<file path="src/rtl/pbm_pkg.sv">
package pbm_pkg;

   typedef enum logic [1:0] {
      PBM_MODE_32K     = 2'd0,
      PBM_MODE_16K16K  = 2'd1,
      PBM_MODE_16K8K8K = 2'd2,
      PBM_MODE_8KX4    = 2'd3
   } pbm_mode_e;

   typedef enum logic [1:0] {
      PBM_SEL_NONE = 2'b00,
      PBM_SEL_RAM  = 2'b01,
      PBM_SEL_ROM  = 2'b10
   } pbm_sel_e;

   localparam int PBM_NUM_ROM_REGS = 4;

endpackage

</file>
<file path="src/rtl/pbm_regs.sv">
module pbm_regs
   import pbm_pkg::*;
#(
   parameter int BANK_W     = 7,
   parameter int RAM_BANK_W = 3,
   parameter int DATA_W     = 8,
   parameter int CPU_AW     = 16,
   parameter int SZ_W       = 3,
   parameter int MODE_ADDR  = 'h5100,
   parameter int BANK_BASE  = 'h5113
) (
   input  logic                                         clk,
   input  logic                                         rst_n,
   input  logic [SZ_W-1:0]                              size_log2,
   input  logic                                         wr_en,
   input  logic [CPU_AW-1:0]                            wr_addr,
   input  logic [DATA_W-1:0]                            wr_data,
   output pbm_mode_e                                    mode_q,
   output logic [RAM_BANK_W-1:0]                        ram_bank_q,
   output logic [PBM_NUM_ROM_REGS-1:0][BANK_W-1:0]      bank_q
);

   localparam logic [CPU_AW-1:0] MODE_A = CPU_AW'(MODE_ADDR);
   localparam logic [CPU_AW-1:0] RAM_A  = CPU_AW'(BANK_BASE);

   logic                              mode_hit;
   logic                              ram_hit;
   logic [PBM_NUM_ROM_REGS-1:0]       bank_hit;
   logic                              any_hit;
   logic [BANK_W:0]                   page_count;
   logic [BANK_W-1:0]                 rst_val [PBM_NUM_ROM_REGS];

   assign mode_hit   = wr_en && (wr_addr == MODE_A);
   assign ram_hit    = wr_en && (wr_addr == RAM_A);
   assign page_count = (BANK_W+1)'(1) << size_log2;

   for (genvar i = 0; i < PBM_NUM_ROM_REGS; i++) begin : g_dec
      localparam logic [CPU_AW-1:0] REG_A = CPU_AW'(BANK_BASE + 1 + i);
      assign bank_hit[i] = wr_en && (wr_addr == REG_A);
      // reset page: last four pages of the ROM, in slot order
      assign rst_val[i]  = BANK_W'(page_count + (BANK_W+1)'(i)
                                  - (BANK_W+1)'(PBM_NUM_ROM_REGS));
   end

   assign any_hit = mode_hit | ram_hit | (|bank_hit);

   if (DATA_W > BANK_W) begin : g_hi
      logic unused_data_hi;
      assign unused_data_hi = ^wr_data[DATA_W-1:BANK_W];
   end

   always_ff @(posedge clk) begin
      if (!rst_n) begin
         mode_q     <= PBM_MODE_8KX4;
         ram_bank_q <= '0;
         for (int i = 0; i < PBM_NUM_ROM_REGS; i++) begin
            bank_q[i] <= rst_val[i];
         end
      end else begin
         if (mode_hit) begin
            mode_q <= pbm_mode_e'(wr_data[1:0]);
         end
         if (ram_hit) begin
            ram_bank_q <= wr_data[RAM_BANK_W-1:0];
         end
         for (int i = 0; i < PBM_NUM_ROM_REGS; i++) begin
            if (bank_hit[i]) begin
               bank_q[i] <= wr_data[BANK_W-1:0];
            end
         end
      end
   end

   // mode write lands on the next edge
   p_mode_load_r1: assert property (@(posedge clk) disable iff (!rst_n)
      (wr_en && wr_addr == MODE_A) |=> (mode_q == pbm_mode_e'($past(wr_data[1:0]))));

   // bank register write lands on the next edge
   for (genvar i = 0; i < PBM_NUM_ROM_REGS; i++) begin : g_chk
      p_bank_load_r2: assert property (@(posedge clk) disable iff (!rst_n)
         (wr_en && wr_addr == CPU_AW'(BANK_BASE + 1 + i))
            |=> (bank_q[i] == $past(wr_data[BANK_W-1:0])));
   end

   // no decoded write, no state change
   p_ignore_other_r11: assert property (@(posedge clk) disable iff (!rst_n)
      !any_hit |=> ($stable(mode_q) && $stable(ram_bank_q) && $stable(bank_q)));

   // leaving reset in four-slot mode
   p_reset_mode_r9: assert property (@(posedge clk) disable iff (!rst_n)
      $rose(rst_n) |-> (mode_q == PBM_MODE_8KX4 && ram_bank_q == '0));

endmodule

</file>
<file path="src/rtl/pbm_page_sel.sv">
module pbm_page_sel
   import pbm_pkg::*;
#(
   parameter int BANK_W = 7
) (
   input  pbm_mode_e                                mode,
   input  logic [PBM_NUM_ROM_REGS-1:0][BANK_W-1:0]  bank_q,
   input  logic [1:0]                               slot,
   output logic [BANK_W-1:0]                        page
);

   logic [BANK_W-1:0] cand [PBM_NUM_ROM_REGS];

   for (genvar s = 0; s < PBM_NUM_ROM_REGS; s++) begin : g_slot
      localparam logic [1:0] SIDX   = 2'(s);
      localparam int         HALF_R = (s < 2) ? 1 : 3;   // 16 KB owner
      localparam int         MIX_R  = (s < 2) ? 1 : s;   // mode 2 owner
      logic [BANK_W-1:0] pg;

      always_comb begin
         unique case (mode)
            PBM_MODE_32K:
               pg = {bank_q[3][BANK_W-1:2], SIDX};
            PBM_MODE_16K16K:
               pg = {bank_q[HALF_R][BANK_W-1:1], SIDX[0]};
            PBM_MODE_16K8K8K:
               if (s < 2) pg = {bank_q[MIX_R][BANK_W-1:1], SIDX[0]};
               else       pg = bank_q[MIX_R];
            default:
               pg = bank_q[s];
         endcase
      end

      assign cand[s] = pg;
   end

   assign page = cand[slot];

endmodule

</file>
<file path="src/rtl/pbm_wrap.sv">
module pbm_wrap #(
   parameter int AW     = 20,
   parameter int SLOT_W = 13,
   parameter int SZ_W   = 3
) (
   input  logic [AW-1:0]   raw,
   input  logic [SZ_W-1:0] size_log2,
   output logic [AW-1:0]   wrapped
);

   logic [AW-1:0] keep;

   for (genvar b = 0; b < AW; b++) begin : g_bit
      assign keep[b] = (32'(size_log2) + 32'(SLOT_W)) > 32'(b);
   end

   assign wrapped = raw & keep;

endmodule

</file>
<file path="src/rtl/prg_bank_mapper.sv">
module prg_bank_mapper
   import pbm_pkg::*;
#(
   parameter int BANK_W     = 7,
   parameter int RAM_BANK_W = 3,
   parameter int SLOT_W     = 13,
   parameter int DATA_W     = 8,
   parameter int MODE_ADDR  = 'h5100,
   parameter int BANK_BASE  = 'h5113,
   localparam int CPU_AW    = SLOT_W + 3,
   localparam int ROM_AW    = BANK_W + SLOT_W,
   localparam int RAM_AW    = RAM_BANK_W + SLOT_W,
   localparam int SZ_W      = $clog2(BANK_W + 1)
) (
   input  logic              clk,
   input  logic              rst_n,
   input  logic [SZ_W-1:0]   rom_size_log2,
   input  logic              wr_en,
   input  logic [CPU_AW-1:0] wr_addr,
   input  logic [DATA_W-1:0] wr_data,
   input  logic [CPU_AW-1:0] cpu_addr,
   output logic [ROM_AW-1:0] rom_addr,
   output logic [RAM_AW-1:0] ram_addr,
   output logic [1:0]        win_sel
);

   if (BANK_W < 3 || BANK_W > DATA_W) begin : g_bad_bank
      $error("BANK_W must lie between 3 and DATA_W");
   end
   if (RAM_BANK_W < 1 || RAM_BANK_W > DATA_W) begin : g_bad_ram
      $error("RAM_BANK_W must lie between 1 and DATA_W");
   end
   if (DATA_W < 2) begin : g_bad_data
      $error("DATA_W must hold the two mode bits");
   end

   pbm_mode_e                                  mode_q;
   logic [RAM_BANK_W-1:0]                      ram_bank_q;
   logic [PBM_NUM_ROM_REGS-1:0][BANK_W-1:0]    bank_q;
   logic [BANK_W-1:0]                          page;
   logic [ROM_AW-1:0]                          rom_raw;
   pbm_sel_e                                   sel;

   pbm_regs #(
      .BANK_W     (BANK_W),
      .RAM_BANK_W (RAM_BANK_W),
      .DATA_W     (DATA_W),
      .CPU_AW     (CPU_AW),
      .SZ_W       (SZ_W),
      .MODE_ADDR  (MODE_ADDR),
      .BANK_BASE  (BANK_BASE)
   ) u_regs (
      .clk        (clk),
      .rst_n      (rst_n),
      .size_log2  (rom_size_log2),
      .wr_en      (wr_en),
      .wr_addr    (wr_addr),
      .wr_data    (wr_data),
      .mode_q     (mode_q),
      .ram_bank_q (ram_bank_q),
      .bank_q     (bank_q)
   );

   pbm_page_sel #(
      .BANK_W (BANK_W)
   ) u_page (
      .mode   (mode_q),
      .bank_q (bank_q),
      .slot   (cpu_addr[SLOT_W+1:SLOT_W]),
      .page   (page)
   );

   assign rom_raw = {page, cpu_addr[SLOT_W-1:0]};

   pbm_wrap #(
      .AW        (ROM_AW),
      .SLOT_W    (SLOT_W),
      .SZ_W      (SZ_W)
   ) u_wrap (
      .raw       (rom_raw),
      .size_log2 (rom_size_log2),
      .wrapped   (rom_addr)
   );

   assign ram_addr = {ram_bank_q, cpu_addr[SLOT_W-1:0]};

   always_comb begin
      if (cpu_addr[CPU_AW-1])
         sel = PBM_SEL_ROM;
      else if (cpu_addr[CPU_AW-2:CPU_AW-3] == 2'b11)
         sel = PBM_SEL_RAM;
      else
         sel = PBM_SEL_NONE;
   end

   assign win_sel = sel;

   // a ROM address never reaches past the installed size
   p_rom_in_range_r8: assert property (@(posedge clk) disable iff (!rst_n)
      (win_sel == PBM_SEL_ROM) |-> ((rom_addr >> (32'(SLOT_W) + 32'(rom_size_log2))) == '0));

   // in four-slot mode the byte offset passes straight through
   p_slot_offset_r7: assert property (@(posedge clk) disable iff (!rst_n)
      (win_sel == PBM_SEL_ROM) |-> (rom_addr[SLOT_W-1:0] == cpu_addr[SLOT_W-1:0]));

endmodule

</file>
<file path="config.mk">
export PLATFORM = sky130hd
export DESIGN_NAME = prg_bank_mapper
export DESIGN_NICKNAME = d
export VERILOG_FILES = /design/src/rtl/pbm_pkg.sv /design/src/rtl/pbm_regs.sv /design/src/rtl/pbm_page_sel.sv /design/src/rtl/pbm_wrap.sv /design/src/rtl/prg_bank_mapper.sv
export SDC_FILE = /design/constraint.sdc
export NUM_CORES = 1
export LEC_CHECK = 0
export ABC_AREA = 1
export BUFFER_PORTS_ARGS = -buffer_cell sky130_fd_sc_hd__buf_2
export CAP_MARGIN = 5
export CORE_ASPECT_RATIO = 1.2
export CORE_MARGIN = 5
export CORE_UTILIZATION = 49
export CTS_BUF_LIST = sky130_fd_sc_hd__clkbuf_8
export DETAILED_ROUTE_END_ITERATION = 8
export GPL_TIMING_DRIVEN = 0
export HOLD_SLACK_MARGIN = 0.05
export PLACE_DENSITY_LB_ADDON = 0.25
export SLEW_MARGIN = 15
export SYNTH_ARGS = -nofsm -noshare
export SYNTH_HDL_FRONTEND = slang
export SYNTH_SLANG_ARGS = --single-unit
</file>
<file path="constraint.sdc">
create_clock -name clk -period 1.4 [get_ports clk]
set_input_delay 0 -clock clk [delete_from_list [all_inputs] [get_ports clk]]
set_output_delay 0 -clock clk [all_outputs]
set_load 0.01 [all_outputs]
</file>
## Yosys cells after proc, flatten, opt, wreduce, memory -nomap -nowiden

Cells that the tools add are included.

- Add/sub/neg operators: 8
- Reduce and logical (&&, ||, !) cells: 8
- Muxes and demuxes: 14
- Equality and inequality tests: 13
- Bitwise logic cells: 2
- Order comparisons: 21
- Shifts and indexed selects: 1

Operators with widths:

| kind | count |
|---|---|
| 32-bit by 4-bit > comparator with 1-bit output, second input constant | 8 |
| 32-bit by 3-bit > comparator with 1-bit output, second input constant | 4 |
| 32-bit by 5-bit > comparator with 1-bit output, second input constant | 4 |
| 16-bit by 15-bit equality test with 1-bit output, second input constant | 6 |
| 32-bit by 2-bit > comparator with 1-bit output, second input constant | 2 |
| 7-bit two-way mux | 6 |
| 7-bit one-hot mux with 2 select lines | 3 |
| 32-bit by 1-bit > comparator with 1-bit output, second input constant | 1 |
| 28-bit two-way mux | 1 |
| 7-bit by 3-bit subtractor with 7-bit output, second input constant | 4 |
| 20-bit bitwise AND | 1 |
| 7-bit by 2-bit adder with 7-bit output, second input constant | 2 |
| 7-bit binary-select mux with 2-bit select | 1 |
| 2-bit by 1-bit inequality test with 1-bit output, second input constant | 4 |
| 7-bit by 1-bit adder with 7-bit output, second input constant | 1 |
| 1-bit by 3-bit << shifter with 7-bit output, first input constant | 1 |
| 1-bit logical AND | 6 |
| 3-bit by 4-bit adder with 5-bit output, second input constant | 1 |
| 5-bit by 1-bit > comparator with 1-bit output, second input constant | 1 |
| 2-bit equality test, second input constant | 2 |
| 2-bit one-hot mux with 2 select lines | 1 |
| 3-bit greater-or-equal comparator, second input constant | 1 |
| 2-bit NOT with 3-bit output | 1 |
| 2-bit by 1-bit equality test with 1-bit output, second input constant | 1 |
| 4 further kinds | 4 |

- Output and inout bits: 38
- Bits in registers: 33

## Depth between registers and ports, before layout

- Depth after elaboration: 7
- Gate-level depth with buffers: 12
- Depth with buffers taken out: 12

## Hierarchy

A second synthesis with hierarchy kept.

- Cell total of the unflattened synthesis: 395
- Area total of the unflattened synthesis: 2830.2 µm²

By module, submodules not included:

| module | area each (µm²) | sequential area each (µm²) | times used | cells an instance |
|---|---|---|---|---|
| pbm_regs | 1677.9 | 940.9 | 1 | 180 |
| pbm_page_sel | 531.8 | 0.0 | 1 | 102 |
| pbm_wrap | 505.5 | 0.0 | 1 | 97 |
| prg_bank_mapper | 115.1 | 0.0 | 1 | 16 |

## Least setup slack after synthesis

Ideal clock, no wire load.

- Path kind: input-to-reg
- Start: input rom_size_log2[1]
- End: register u_regs.bank_q[24] in the netlist's numbering, data pin
- Required time: 1.145 ns
- Arrival: 1.243 ns
- Library setup time: 0.255 ns
- Buffers on the path: 0
- Cell stages on the path: 12
- Setup slack: -0.099 ns
- Path through: inv_1 > ha_1 > inv_1 > nor2_2 > inv_1 > ha_1 > nor2_1 > nor2_1 > nand2_1 > nand2_1 > o21ai_0 > inv_1

- Word-level cells in the longest chain between the ends: 4

Ends and longest elaborated chain:

| what | RTL line | source |
|---|---|---|
| start, declared | prg_bank_mapper.sv:17 | `input logic [SZ_W-1:0] rom_size_log2,` |
| 1-bit by 3-bit << shifter with 7-bit output | pbm_regs.sv:35 | `assign page_count = (BANK_W+1)'(1) << size_log2;` |
| 7-bit by 2-bit adder with 7-bit output | pbm_regs.sv:41 | `assign rst_val[i] = BANK_W'(page_count + (BANK_W+1)'(i)` |
| 7-bit by 3-bit subtractor with 7-bit output | pbm_regs.sv:42 | `- (BANK_W+1)'(PBM_NUM_ROM_REGS));` |
| 28-bit two-way mux | pbm_regs.sv:53 | `if (!rst_n) begin` |
| end signal, assigned by index | pbm_regs.sv:57 | `bank_q[i] <= rst_val[i];` |
| end signal, assigned by index | pbm_regs.sv:68 | `bank_q[i] <= wr_data[BANK_W-1:0];` |
| end, declared | pbm_regs.sv:20 | `output logic [PBM_NUM_ROM_REGS-1:0][BANK_W-1:0] bank_q` |

Every way passes these cells.
A chain may end at the register's enable or synchronous reset.

## Final worst setup path

- Start: register u_regs.mode_q[0]
- End: output rom_addr[16]

- Word-level cells in the longest chain between the ends: 7

Ends and longest elaborated chain:

| what | RTL line | source |
|---|---|---|
| start, declared | pbm_regs.sv:18 | `output pbm_mode_e mode_q,` |
| start signal, assigned | pbm_regs.sv:61 | `mode_q <= pbm_mode_e'(wr_data[1:0]);` |
| 2-bit by 1-bit equality test with 1-bit output / 2-bit equality test (equally long branches) | pbm_page_sel.sv:21 | `unique case (mode)` |
| 2-bit OR reduction (no line) | n/a |  |
| 7-bit one-hot mux with 2 select lines | pbm_page_sel.sv:21 |  |
| 7-bit binary-select mux with 2-bit select (*) | pbm_page_sel.sv:37 | `assign page = cand[slot];` |
| 7-bit two-way mux (not written as such) (*) (2 in series) | pbm_page_sel.sv:37 |  |
| 20-bit bitwise AND (*) | pbm_wrap.sv:17 | `assign wrapped = raw & keep;` |
| end, declared | prg_bank_mapper.sv:22 | `output logic [ROM_AW-1:0] rom_addr,` |

Mark *: on every way between the ends. The rest lies on a longest branch, timed or not. The select of a mux whose other input is x is not followed.

==> impl_metrics.toml <==
[job]
drv_cap = 0

[synthesis]
ys_warn_count = 0
synth.ff_latch_count = 33
synth_area_per_cell_um2 = 6.88
syn_inst = 402
ys.flop_type = "edfxtp_1"
synth_seq_area_share_pct = 34.0
async_flop_share_pct = 0
synthesis.area_um2 = 2770
synth_nets = 462
post-synth-top-count-cell = "nand2_1"
synth_top_area_share_pct = 30.4
ys_types = 32
synthTopCellsByArea = "edfxtp_1 30%, nand2_1 15%, nor2_1 7.3%"
synth_common_cells = "114 x nand2_1, 54 x nor2_1, 46 x inv_1"
synth_edf_count = 28
synth.largest_area_cell = "edfxtp_1"

[sta]
grt_setup_unrepaired = "true"
slew_headroom_pct = 67.3
setup_slack_ns = -0.209
tns_ns = -1.15
slew_viol_final = 0
hold_violations = 0
fin_crit_ns = 1.61
setup_viol = 7
worst_pin_slew_ns = 0.491
fin_crit_sh_pct = 115
max_freq_mhz = 621
clock_skew_ns = 0
holdWs_ns = 0.0720

[route]
routed_wl_um = 7430
dr.pass1.iters = 5
wire_per_inst_um = 13.2
vias_per_cell = 5.05
drt_first_iter_violations = 174
drc = 0
ant_nets = 0
vias = 2851

[clock_tree]
root_buffer = "clkbuf_8"
cts_tree = "built"
numCtsBuffers = 5
cts.clk_slew.worst_paths_ns = 0.06
clockBufferDepth = 2
cts.htree.levels = 2
clock_latency_ns = 0.27
clkSinkCount = 33

[global_routing]
grt_pass1_vias = 2664
grt.total_usage_pct = 19.8
antenna_found_initial = 0
grt_remaining_overflow = 0
grt_max_degree = 11
grt_first_pass_wirelength_um = 11500

[floorplanning]
die_h_um = 92.3
std_cell_rows = 30
fp.dieW_um = 78.6
dieArea_um2 = 7260
start_util_pct = 49.5
ios = 84
core_area_um2 = 5590

[placement]
port_buffers = 79
placed_cells = 545
hpwl_um = 5690
pre_cts_ws_ns = -0.506
gp_congestion = 0.903

[finish]
final_cells = 564
nets = 559
drive_gt1_share_pct = 36.0
nFillCells = 494
area_growth_syn_to_layout_pct = 33.4
antenna_cells = 0

[power]
p_seq_share_pct = 41.9
swShare_pct = 29.0
power_frac_comb_pct = 28.8
p_leak_nw = 1.85
p_switching_mw = 0.822
p_int_mw = 2.02
power.density_nw_per_um2 = 769
p_clk_share_pct = 29.3
vdd_drop_max_v = 0.000569

[hold_path]
hold_end = "u_regs.bank_q[12]"
hold_path_class = "in2reg"
hold_start = "wr_data[5]"
hold_path_depth = 3

[setup_path]
critPathLaunchType = "register"
worstPathRequired_ns = 1.40
worst_setup_path_end_kind = "primary output"
r2r_cells = 2
critical_path_class = "reg2out"
cp_max_fo = 5
r2r-start = "u_regs.mode_q[0]"
r2r_slack_ns = 0.77
critPathArrivalTime_ns = 1.61
r2r_end = "u_regs.mode_q[0]"

[outcome]
violations = "negative setup slack"
status = "finished, violations left"
## state kept, by name, indices dropped and copies added, names as in the netlist
name               cells
u_regs.ram_bank_q      3
u_regs.mode_q          2
u_regs.bank_q         28
## power by group through the flow
| stage | clock network (mW) | logic, mW | registers, mW |
|---|---|---|---|
| after global routing | 0.878 | 0.910 | 1.20 |
| after global placement | 0 | 0.707 | 1.21 |
| final | 0.831 | 0.818 | 1.19 |
| after floorplan | 0 | 0.473 | 1.20 |
| after detailed placement | 0 | 0.715 | 1.21 |
| after CTS | 0.827 | 0.767 | 1.19 |
## worst max-delay path by stage
stage	startpoint	to	slack (ns)	depth (start not counted)
after floorplan	rom_size_log2[0]	u_regs.bank_q[27]	0.01	9
after global placement	rom_size_log2[0]	u_regs.bank_q[11]	-0.48	11
after detailed placement	rom_size_log2[0]	u_regs.bank_q[11]	-0.51	11
after CTS	u_regs.mode_q[1]	rom_addr[13]	-0.18	10
after global routing	u_regs.mode_q[0]	rom_addr[16]	-0.30	9
final	u_regs.mode_q[0]	rom_addr[16]	-0.21	9
## layout by cell type (no fill, tap or decap), types with 4 or more instances in the layout
cell type,netlist,final
nor3_1,7,7
nand3_1,30,27
nand4_1,4,4
nor2_2,2,4
nand2_1,114,109
buf_4,15,26
a21oi_2,0,4
nor2_4,5,8
o21ai_0,25,20
clkbuf_8,0,5
inv_1,46,37
o21ai_1,6,9
edfxtp_1,28,28
a21oi_1,9,5
inv_2,4,7
inv_4,2,8
nand2_4,2,4
o211ai_1,4,4
ha_4,0,10
nor2_1,54,49
buf_2,4,80
nand2_2,8,11
## critical path, cell delays in order, from the launching register on
cell     delay (ns)
dfxtp_4        0.40
inv_4          0.04
ha_4           0.27
nand2_4        0.08
nor2_2         0.10
nor2_1         0.04
nand2_1        0.07
nand2_2        0.06
a21oi_2        0.13
buf_2          0.14
## cell type report
cell class | count | area, µm² | share of cell area, %
multi-input cells | 294 | 1690 | 45.7
plain buffers | 22 | 150 | 4.07
repair buffers | 91 | 498 | 13.5
clock inverters | 3 | 37.5 | 1.02
well taps | 64 | 80.1 | 2.17
flip-flops and latches | 33 | 948 | 25.7
clock buffers | 5 | 68.8 | 1.86
inverters | 52 | 220 | 5.96
## routing by layer
layer  up-vias  wire length (µm)  GRT usage (%)
li1       1479                 -              -
met2       124              3810           36.8
met3        16               516           3.60
met4         0               172           8.75
met1      1232              2940           21.5
met5         -                 0              0
## per-stage QoR
stage / power (mW) / utilization [%] / instance area (µm²)
global route: 2.98 / 66.0 / 3690
detailed placement: 1.93 / 58.3 / 3260
floorplan: 1.68 / - / 2780
CTS: 2.78 / 63.5 / 3550
global placement: 1.92 / 58.3 / 3260
finish: 2.84 / 66.0 / 3690
## cells by family (layout without fill, tap and decap cells)
| logic type | count (synthesis) | count (layout) | synth area share, % |
|---|---|---|---|
| XOR/XNOR | 1 | 1 | 0.317 |
| buffers and inverters | 75 | 173 | 12.8 |
| AO/OA/AOI/OAI | 48 | 48 | 9.77 |
| adder cells (fa/ha/maj) | 14 | 14 | 6.33 |
| flip-flops | 33 | 33 | 34.0 |
| AND/OR/NAND/NOR | 231 | 231 | 36.8 |
## timing repair
| item | in CTS | in global routing |
|---|---|---|
| hold buffers | 3 | 0 |
| buffers inserted | 1 | 8 |
| endpoints found under the setup margin | 26 | 18 |
| resized for setup | 44 | 26 |
| pin swaps | 6 | 10 |
| endpoints found under the hold margin | 5 | 0 |
No activity file was read; power rests on OpenSTA's default activity.
